`src/rtl/rig_pkg.sv`:
```
package rig_pkg;
  localparam int LFSR_W = 32;
  localparam logic [LFSR_W-1:0] LFSR_TAPS = 32'hD000_0001;
  localparam logic [LFSR_W-1:0] LFSR_SEED = 32'h0000_0001;
  // arithmetic helpers work on a fixed 8-bit width that covers up to 64 slots
  localparam int AW = 8;

  typedef enum logic [1:0] {
    ST_IDLE,
    ST_STEP,
    ST_REDUCE
  } rig_state_e;

  function automatic logic [LFSR_W-1:0] lfsr_next(input logic [LFSR_W-1:0] s);
    logic [LFSR_W-1:0] sh;
    sh = s >> 1;
    if (s[0]) sh = sh ^ LFSR_TAPS;
    return sh;
  endfunction

  // one restoring-remainder step: bring in one dividend bit, subtract if possible
  function automatic logic [AW-1:0] rem_step(input logic [AW-1:0] rem,
                                             input logic           bit_in,
                                             input logic [AW-1:0] span);
    logic [AW-1:0] t;
    t = {rem[AW-2:0], bit_in};
    if (t >= span) t = t - span;
    return t;
  endfunction
endpackage

```
`src/rtl/rig_lfsr.sv`:
```
module rig_lfsr
  import rig_pkg::*;
(
  input  logic              clk,
  input  logic              rst_n,
  input  logic              adv_i,
  output logic [LFSR_W-1:0] state_o,
  output logic [LFSR_W-1:0] next_o
);
  logic [LFSR_W-1:0] state_q;

  always_ff @(posedge clk) begin
    if (!rst_n)     state_q <= LFSR_SEED;
    else if (adv_i) state_q <= lfsr_next(state_q);
  end

  assign state_o = state_q;
  assign next_o  = lfsr_next(state_q);
endmodule

```
`src/rtl/rig_modred.sv`:
```
module rig_modred
  import rig_pkg::*;
#(
  parameter int CNT_W = 5
) (
  input  logic              clk,
  input  logic              rst_n,
  input  logic              start_i,
  input  logic [LFSR_W-1:0] dividend_i,
  input  logic [CNT_W-1:0]  span_i,
  output logic              done_o,
  output logic [CNT_W-1:0]  rem_o
);
  localparam int STEP_W = $clog2(LFSR_W + 1);

  logic [LFSR_W-1:0] shreg_q;
  logic [CNT_W-1:0]  rem_q;
  logic [CNT_W-1:0]  span_q;
  logic [STEP_W-1:0] left_q;
  logic              active_q;
  logic [AW-1:0]     rem_nx;

  assign rem_nx = rem_step(AW'(rem_q), shreg_q[LFSR_W-1], AW'(span_q));
  assign done_o = active_q && (left_q == '0);
  assign rem_o  = rem_q;

  always_ff @(posedge clk) begin
    if (!rst_n) begin
      shreg_q  <= '0;
      rem_q    <= '0;
      span_q   <= '0;
      left_q   <= '0;
      active_q <= 1'b0;
    end else if (start_i) begin
      shreg_q  <= dividend_i;
      rem_q    <= '0;
      span_q   <= span_i;
      left_q   <= STEP_W'(LFSR_W);
      active_q <= 1'b1;
    end else if (active_q) begin
      if (left_q != '0) begin
        rem_q   <= CNT_W'(rem_nx);
        shreg_q <= shreg_q << 1;
        left_q  <= left_q - 1'b1;
      end else begin
        active_q <= 1'b0;
      end
    end
  end
endmodule

```
`src/rtl/rand_index_gen.sv`:
```
module rand_index_gen
  import rig_pkg::*;
#(
  parameter int ENTRIES = 16,
  localparam int IDX_W = $clog2(ENTRIES),
  localparam int CNT_W = $clog2(ENTRIES + 1)
) (
  input  logic             clk,
  input  logic             rst_n,
  input  logic             req_i,
  input  logic [CNT_W-1:0] wired_i,
  output logic             busy_o,
  output logic             valid_o,
  output logic [IDX_W-1:0] pick_o
);
  rig_state_e        state_q;
  logic [CNT_W-1:0]  wired_q;
  logic [IDX_W-1:0]  prev_q;
  logic [IDX_W-1:0]  pick_q;
  logic              valid_q;

  logic [LFSR_W-1:0] lfsr_q;
  logic [LFSR_W-1:0] lfsr_nx;
  logic [CNT_W-1:0]  rem_w;
  logic [CNT_W-1:0]  span_w;
  logic [CNT_W:0]    sum_w;
  logic [IDX_W-1:0]  cand_w;

  // named internal events
  logic accept_w, degen_w, lfsr_adv_w, div_done_w, retry_w, deliver_w;

  assign accept_w   = req_i && (state_q == ST_IDLE);
  assign degen_w    = int'(wired_i) >= ENTRIES - 1;
  assign lfsr_adv_w = (state_q == ST_STEP);
  assign span_w     = CNT_W'(ENTRIES) - wired_q;
  assign sum_w      = {1'b0, rem_w} + {1'b0, wired_q};
  assign cand_w     = sum_w[IDX_W-1:0];
  assign retry_w    = (state_q == ST_REDUCE) && div_done_w && (cand_w == prev_q);
  assign deliver_w  = (state_q == ST_REDUCE) && div_done_w && (cand_w != prev_q);

  rig_lfsr u_lfsr (
    .clk    (clk),
    .rst_n  (rst_n),
    .adv_i  (lfsr_adv_w),
    .state_o(lfsr_q),
    .next_o (lfsr_nx)
  );

  rig_modred #(.CNT_W(CNT_W)) u_mod (
    .clk       (clk),
    .rst_n     (rst_n),
    .start_i   (lfsr_adv_w),
    .dividend_i(lfsr_nx),
    .span_i    (span_w),
    .done_o    (div_done_w),
    .rem_o     (rem_w)
  );

  always_ff @(posedge clk) begin
    if (!rst_n) begin
      state_q <= ST_IDLE;
      wired_q <= '0;
      prev_q  <= '0;
      pick_q  <= '0;
      valid_q <= 1'b0;
    end else begin
      valid_q <= 1'b0;
      unique case (state_q)
        ST_IDLE: begin
          if (accept_w) begin
            wired_q <= wired_i;
            if (degen_w) begin
              pick_q  <= IDX_W'(ENTRIES - 1);
              prev_q  <= IDX_W'(ENTRIES - 1);
              valid_q <= 1'b1;
            end else begin
              state_q <= ST_STEP;
            end
          end
        end
        ST_STEP: state_q <= ST_REDUCE;
        ST_REDUCE: begin
          if (retry_w) begin
            state_q <= ST_STEP;
          end else if (deliver_w) begin
            pick_q  <= cand_w;
            prev_q  <= cand_w;
            valid_q <= 1'b1;
            state_q <= ST_IDLE;
          end
        end
        default: state_q <= ST_IDLE;
      endcase
    end
  end

  assign busy_o  = (state_q != ST_IDLE);
  assign valid_o = valid_q;
  assign pick_o  = pick_q;
endmodule

```
`config.mk`:
```
export PLATFORM = sky130hd
export DESIGN_NAME = rand_index_gen
export DESIGN_NICKNAME = d
export VERILOG_FILES = /design/src/rtl/rig_pkg.sv /design/src/rtl/rig_lfsr.sv /design/src/rtl/rig_modred.sv /design/src/rtl/rand_index_gen.sv
export SDC_FILE = /design/constraint.sdc
export NUM_CORES = 1
export LEC_CHECK = 0
export ABC_CLOCK_PERIOD_IN_PS = 4830
export BUFFER_PORTS_ARGS = -buffer_cell sky130_fd_sc_hd__buf_4
export CAP_MARGIN = 20
export CORE_MARGIN = 2
export CORE_UTILIZATION = 50
export DETAILED_ROUTE_END_ITERATION = 10
export PLACE_DENSITY_LB_ADDON = 0.15
export SLEW_MARGIN = 30
export SYNTH_ARGS = -nofsm -noshare
export SYNTH_HDL_FRONTEND = slang
export SYNTH_HIERARCHICAL = 1
export SYNTH_SLANG_ARGS = --single-unit
```
`constraint.sdc`:
```
create_clock -name clk -period 4.83 [get_ports clk]
set_clock_uncertainty 0.1 [all_clocks]
set_input_delay 0.2415 -clock clk [delete_from_list [all_inputs] [get_ports clk]]
set_output_delay 0.2415 -clock clk [all_outputs]
set_load 0.01 [all_outputs]
```
==> tab_implementation.tex, run 1 <==
\begin{tabular}{lr}
\hline
Metric & Value \\
\hline
\multicolumn{2}{l}{\textbf{Floorplan}} \\
IO Count & 14 \\
Chip Height & 97.1 microns \\
Die extent in x & 97.1 microns \\
Starting utilization of the core area & 0.522 \\
Standard cell core area & 0.00830 sq mm \\
Full die area & 0.00942 sq mm \\
\# rows & 33 \\
\multicolumn{2}{l}{\textbf{Worst hold path}} \\
Worst Hold Endpoint & wired\_q[2] \\
Hold wc startpoint & wired\_i[2] \\
Class of the worst hold path & in2reg \\
Worst Hold Path Cells & 3 \\
\multicolumn{2}{l}{\textbf{Logic synthesis}} \\
Average size of a mapped cell & approximately 9.7 sq um \\
Mapped Nets & 468 \\
Cell count after synthesis & roughly 450 \\
Synth warnings & 6 \\
Synth Cell Area & between 0.004 and 0.005 sq mm \\
\multicolumn{2}{l}{\textbf{Final layout}} \\
Diode count & 0 \\
Fraction of final layout cells with drive strength greater than 1 & 0.0905 \\
Most frequent cells in the layout & dfxtp\_1 (93), mux2i\_1 (68), o21ai\_0 (41) \\
Fill cell instance count of the final layout & 779 \\
Relative area change from synthesis to final layout & 7.34\% \\
Number of nets in the layout & 469 \\
Core Util, Final & 0.560 \\
Most common cell after layout, fill and taps aside & dfxtp\_1 \\
Final cell area excluding filler cells & 0.00465 sq mm \\
\multicolumn{2}{l}{\textbf{Global route}} \\
Global-route wire length before repair & 12,600 microns \\
Overflow after GRT & 0 \\
Number of global-route vias before repair & 2,837 \\
GRT Resource Usage Total & 0.158 \\
Maximum number of pins on one net before global-route repair & 89 \\
Antenna violations before repair & 0 \\
\multicolumn{2}{l}{\textbf{Clock tree}} \\
Hold buffer count at CTS & 0 \\
Root Driver & clkbuf\_8 \\
Post-CTS repair timing setup buffer count & 0 \\
CTS Sinks & 93 \\
Clock insertion delay at the later pin of the skew report & about 350 ps \\
Clock Pin Slew Worst Setup and Hold Paths & 100 ps \\
Longest Clk Path Bufs & 2 \\
Number of clock buffers inserted by TritonCTS & 9 \\
Clock tree from TritonCTS & yes \\
Level count of the clock H-tree & 3 \\
Quantity of gates resized following cts & 0 \\
\multicolumn{2}{l}{\textbf{Setup path}} \\
Data arrival time of the worst path & 2620 ps \\
Cell family with the largest share of critical-path delay & compound AO/OA/AOI/OAI gates \\
Largest stage delay on the critical path & 530 ps \\
Critical Path Slowest Stage Cell & a2111o\_2 \\
Worst reg2reg path endpoint & valid\_o \\
Slack of the worst reg-to-reg path & 2360 ps \\
Highest fanout seen on the critical path & 5 \\
Ordered list of cells on the worst path & ha\_1 > fa\_1 > xor2\_1 > xnor2\_2 > o211ai\_1 > a2111o\_2 > and3b\_1 \\
Buffers \& Inverters on Critical Path & 0 \\
Critical path class & reg2reg \\
Worst setup EP type & flop \\
Crit path required time & 4990 ps \\
Crit path launch type & flop \\
Worst Reg2Reg Path Length in Cells & 7 \\
Startpoint of the worst-slack reg-to-reg timing path & u\_mod/rem\_o[0] \\
\multicolumn{2}{l}{\textbf{Timing}} \\
Setup TNS & 0 ps \\
Upper clock frequency limit & 0.405 GHz \\
Final hold vios & 0 \\
Transition time of the tightest slew-check pin & between 700 and 800 ps \\
Setup repair after global routing missed its margin & false \\
Final period utilization & 0.511 \\
Fin worst setup slack & roughly 2400 ps \\
Worst max-slew margin expressed relative to the limit & 0.469 \\
Final count of negative-setup-slack endpoints & 0 \\
Count of final max-slew check failures & 0 \\
Final worst path period need & 2470 ps \\
\multicolumn{2}{l}{\textbf{Placement}} \\
RePlAce Congestion & 0.771 \\
Worst Setup Slack post-DPL & 2380 ps \\
Number of port buffers & 13 \\
Placed Area & 0.00443 sq mm \\
Sum of net half-perimeters after detailed placement & $\sim$4600 microns \\
\multicolumn{2}{l}{\textbf{Detailed routing}} \\
Routed wire length & 7090 microns \\
Starting DRT DRC Count & 125 \\
Post-DR wirelength/cell & 12.7 microns \\
Number of routed nets with antenna violations & 0 \\
Drc violations & 0 \\
Vias per cell & about 5.3 \\
First-pass detailed-route iteration total & 4 \\
Vias after detailed routing & approximately 3,000 \\
\multicolumn{2}{l}{\textbf{Power and ir drop}} \\
PwrDens & 332 mW/mm\^{}2 \\
Leak pwr & 1.59 nW \\
Worst ir drop on vdd & between 0.15 and 0.2 mV \\
\multicolumn{2}{l}{\textbf{Flow run}} \\
MaxCap Viol Count & 0 \\
\multicolumn{2}{l}{\textbf{Outcome}} \\
Outcome & finished clean \\
\hline
\end{tabular}
how the worst max path moves through the flow:
| stage | cells past startpoint | end | start | slack [ps] |
|---|---|---|---|---|
| finish | 7 | valid_o | u_mod/rem_o[0] | 2360 |
| global route | 7 | valid_o | u_mod/rem_o[0] | 2250 |
| CTS | 7 | valid_o | u_mod/rem_o[0] | 2370 |
| detailed placement | 7 | valid_o | u_mod/rem_o[0] | 2380 |
| global placement | 7 | valid_o | u_mod/rem_o[0] | 2430 |
| floorplan | 7 | valid_o | u_mod/rem_o[0] | 2500 |
metrics by stage:
| step | power [W] | hold WS [ps] | instances |
|---|---|---|---|
| after CTS | 0.00156 | 27.9 | 558 |
| after global placement | 0.000986 | 377 | 542 |
| final | 0.00154 | 46.5 | 558 |
| after global routing | 0.00161 | 50.8 | 558 |
| after detailed placement | 0.000988 | 385 | 542 |
| after floorplan | 0.000955 | 270 | 447 |
power by group:
part           switching, W  internal [W]  total (W)
Clock              0.000279      0.000296   0.000574
Combinational     0.0000826     0.0000716   0.000154
Sequential        0.0000204      0.000795   0.000815
Total              0.000382       0.00116    0.00154
flip-flops by register name, indices dropped and copies added (netlist names), 2 cells and up:
name / count
u_lfsr/state_o: 32
u_mod/left_q: 6
u_mod/shreg_q: 32
state_q: 2
u_mod/rem_o: 5
pick_o: 4
wired_q: 5
u_mod/span_q: 5
worst register-to-register path, delay by kind of cell, from the launching register on:
family / cells / cell delay [ps]
AOI/OAI and AO/OA: 2 / 640
adders and majority gates: 2 / 610
xor gates and xnor gates: 2 / 440
DFF: 1 / 380
and+or+nand+nor: 1 / 200
final cells by class:
| type | instances | area [sq um] | area share |
|---|---|---|---|
| clock buffer | 10 | 128 | 0.0274 |
| inverter | 16 | 60.1 | 0.0129 |
| tap | 105 | 131 | 0.0283 |
| timing repair buffer | 16 | 120 | 0.0258 |
| clock inverter | 6 | 92.6 | 0.0199 |
| multi-input combinational | 312 | 2260 | 0.485 |
| sequential | 93 | 1860 | 0.400 |
routing by layer:
metal | wire, microns | track usage | up-vias
met5 | 0 | 0 | -
met4 | 86 | 0.0650 | 0
met3 | 117 | 0.0281 | 5
met2 | 3330 | 0.265 | 16
met1 | 3560 | 0.201 | 1367
li1 | - | - | 1563
(Power assumes the default switching activity.)
==> run 2, diff against run 1 <==
--- a/config.mk
+++ b/config.mk
@@ -5,7 +5,7 @@
 export SDC_FILE = /design/constraint.sdc
 export NUM_CORES = 1
 export LEC_CHECK = 0
-export ABC_CLOCK_PERIOD_IN_PS = 4830
+export ABC_CLOCK_PERIOD_IN_PS = 2510
 export BUFFER_PORTS_ARGS = -buffer_cell sky130_fd_sc_hd__buf_4
 export CAP_MARGIN = 20
 export CORE_MARGIN = 2
==> constraint.sdc (replaced) <==
create_clock -name clk -period 2.51 [get_ports clk]
set_clock_uncertainty 0.1 [all_clocks]
set_input_delay 0.1255 -clock clk [delete_from_list [all_inputs] [get_ports clk]]
set_output_delay 0.1255 -clock clk [all_outputs]
set_load 0.01 [all_outputs]
==> tab_implementation.tex, run 2 (synthesized netlist as in run 1, its figures left out) <==
\begin{tabular}{lr}
\hline
Metric & Value \\
\hline
\multicolumn{2}{l}{\textbf{Outcome}} \\
Outcome & finished clean (unchanged) \\
\multicolumn{2}{l}{\textbf{Floorplan}} \\
Chip Height & 97.1 microns (unchanged) \\
IO Count & 14 (unchanged) \\
Die extent in x & 97.1 microns (unchanged) \\
Standard cell core area & 0.00830 sq mm (unchanged) \\
Starting utilization of the core area & 0.522 (unchanged) \\
\# rows & 33 (unchanged) \\
Full die area & 0.00942 sq mm (unchanged) \\
\multicolumn{2}{l}{\textbf{Timing}} \\
Upper clock frequency limit & 0.423 GHz (was 0.405 GHz) \\
Final count of negative-setup-slack endpoints & 0 (unchanged) \\
Final worst path period need & 2360 ps (was 2470 ps) \\
Worst hold slack & 52.0 ps (was 46.5 ps) \\
Transition time of the tightest slew-check pin & 569 ps (was 795 ps) \\
Setup TNS & 0 ps (unchanged) \\
Worst max-slew margin expressed relative to the limit & 0.616 (was 0.469) \\
Count of final max-slew check failures & 0 (unchanged) \\
Final period utilization & 0.942 (was 0.511) \\
Setup repair after global routing missed its margin & false (unchanged) \\
Final hold vios & 0 (unchanged) \\
\multicolumn{2}{l}{\textbf{Setup path}} \\
Data arrival time of the worst path & 2520 ps (was 2620 ps) \\
Critical path class & reg2reg (unchanged) \\
Ordered list of cells on the worst path & ha\_1 > fa\_1 > xor2\_1 > xnor2\_2 > o211ai\_1 > a2111o\_2 > and3b\_1 (unchanged) \\
Crit path required time & 2670 ps (was 4990 ps) \\
Highest fanout seen on the critical path & 4 (was 5) \\
Worst setup EP type & flop (unchanged) \\
Buffers \& Inverters on Critical Path & 0 (unchanged) \\
Critical Path Slowest Stage Cell & a2111o\_2 (unchanged) \\
Crit path launch type & flop (unchanged) \\
Largest stage delay on the critical path & 540 ps (was 530 ps) \\
Cell family with the largest share of critical-path delay & compound AO/OA/AOI/OAI gates (unchanged) \\
\multicolumn{2}{l}{\textbf{Detailed routing}} \\
Starting DRT DRC Count & 126 (was 125) \\
Post-DR wirelength/cell & 12.7 microns (about the same) \\
First-pass detailed-route iteration total & 4 (unchanged) \\
Number of routed nets with antenna violations & 0 (unchanged) \\
Routed wire length & 7200 microns (was 7090 microns) \\
Vias per cell & 5.21 (was 5.29) \\
Vias after detailed routing & 2,958 (was 2,951) \\
Drc violations & 0 (unchanged) \\
\multicolumn{2}{l}{\textbf{Global route}} \\
Antenna violations before repair & 0 (unchanged) \\
Overflow after GRT & 0 (unchanged) \\
Number of global-route vias before repair & 2,805 (was 2,837) \\
GRT Resource Usage Total & 0.161 (was 0.158) \\
Maximum number of pins on one net before global-route repair & 48 (was 89) \\
Global-route wire length before repair & 12,700 microns (was 12,600 microns) \\
\multicolumn{2}{l}{\textbf{Clock tree}} \\
Clock insertion delay at the later pin of the skew report & 350 ps (about the same) \\
Clock Pin Slew Worst Setup and Hold Paths & 90 ps (was 100 ps) \\
Post-CTS repair timing setup buffer count & 0 (unchanged) \\
Level count of the clock H-tree & 3 (unchanged) \\
Clock tree from TritonCTS & yes (unchanged) \\
Longest Clk Path Bufs & 2 (unchanged) \\
CTS Sinks & 93 (unchanged) \\
Root Driver & clkbuf\_8 (unchanged) \\
Number of clock buffers inserted by TritonCTS & 9 (unchanged) \\
\multicolumn{2}{l}{\textbf{Flow run}} \\
MaxCap Viol Count & 0 (unchanged) \\
\multicolumn{2}{l}{\textbf{Worst hold path}} \\
Class of the worst hold path & in2reg (unchanged) \\
\multicolumn{2}{l}{\textbf{Final layout}} \\
Relative area change from synthesis to final layout & 9.94\% (was 7.34\%) \\
Diode count & 0 (unchanged) \\
Number of nets in the layout & 479 (was 469) \\
Most common cell after layout, fill and taps aside & dfxtp\_1 (unchanged) \\
Non-filler instance count after layout & 568 (was 558) \\
Most frequent cells in the layout & dfxtp\_1 (93), mux2i\_1 (68), o21ai\_0 (41) (unchanged) \\
Fraction of final layout cells with drive strength greater than 1 & 0.0994 (was 0.0905) \\
\multicolumn{2}{l}{\textbf{Placement}} \\
Number of port buffers & 13 (unchanged) \\
Placed insts & 547 (was 542) \\
Sum of net half-perimeters after detailed placement & 4780 microns (was 4590 microns) \\
RePlAce Congestion & 0.807 (was 0.771) \\
\multicolumn{2}{l}{\textbf{Power and ir drop}} \\
Leak pwr & 1.64 nW (was 1.59 nW) \\
PwrDens & 624 mW/mm\^{}2 (was 332 mW/mm\^{}2) \\
Worst ir drop on vdd & 0.382 mV (was 0.164 mV) \\
\hline
\end{tabular}
## run 2: changes by cell type in the layout (fill, tap and decap cells not counted)
cell and change:
buf_12 +2, buf_4 +3, dlygate4sd3_1 +5
## run 2: final cells by class
cell class / instances / area [sq um]
Clock buffer: 10 / 128
Clock inverter: 6 / 92.6
Timing Repair Buffer: 26 / 233
Multi-Input combinational cell: 312 / 2260
Inverter: 16 / 60.1
Fill cell: 764 / 3540
Tap cell: 105 / 131
Sequential cell: 93 / 1860
## run 2: routing by layer
layer,routed length [microns],part of all wire,vias to the layer above,GRT usage
met4,151,0.021,0,0.0791
met1,3570,0.50,1342,0.208
met2,3350,0.47,19,0.261
met3,130,0.018,11,0.0295
met5,0,0,-,0
li1,-,-,1586,-
## run 2: stage by stage
step	area, sq um	utilization	total power (W)	worst slack [ps]
global route	4760	0.574	0.00311	32.1
CTS	4760	0.574	0.00301	135
finish	4760	0.574	0.00297	145
floorplan	4330	-	0.00184	179
detailed placement	4490	0.541	0.00191	143
global placement	4490	0.541	0.00190	180
## run 2: final timing paths
check | to | slack, ps | startpoint | cells after the start
max reg2reg | valid_o | 150 | u_mod/rem_o[0] | 7
min reg2reg | wired_q[4] | 390 | wired_q[4] | 2
max | valid_o | 150 | u_mod/rem_o[0] | 7
min | u_lfsr/state_o[0] | 50 | rst_n | 2
## run 2: worst register-to-register path, cell delays in order (launching register included)
cell	delay (ps)
dfxtp_1	320
ha_1	210
fa_1	370
xor2_1	270
xnor2_2	160
o211ai_1	110
a2111o_2	540
and3b_1	200
## run 2: timing repair
action	in CTS	in global routing
endpoints found under the setup margin	0	0
hold buffers	5	0
gates resized for setup	0	0
endpoints found under the hold margin	5	0
## run 2: report_power, final
group	internal [W]	total (W)	switching (W)
logic	0.000147	0.000310	0.000163
clock network	0.000568	0.00109	0.000524
registers	0.00153	0.00157	0.0000380
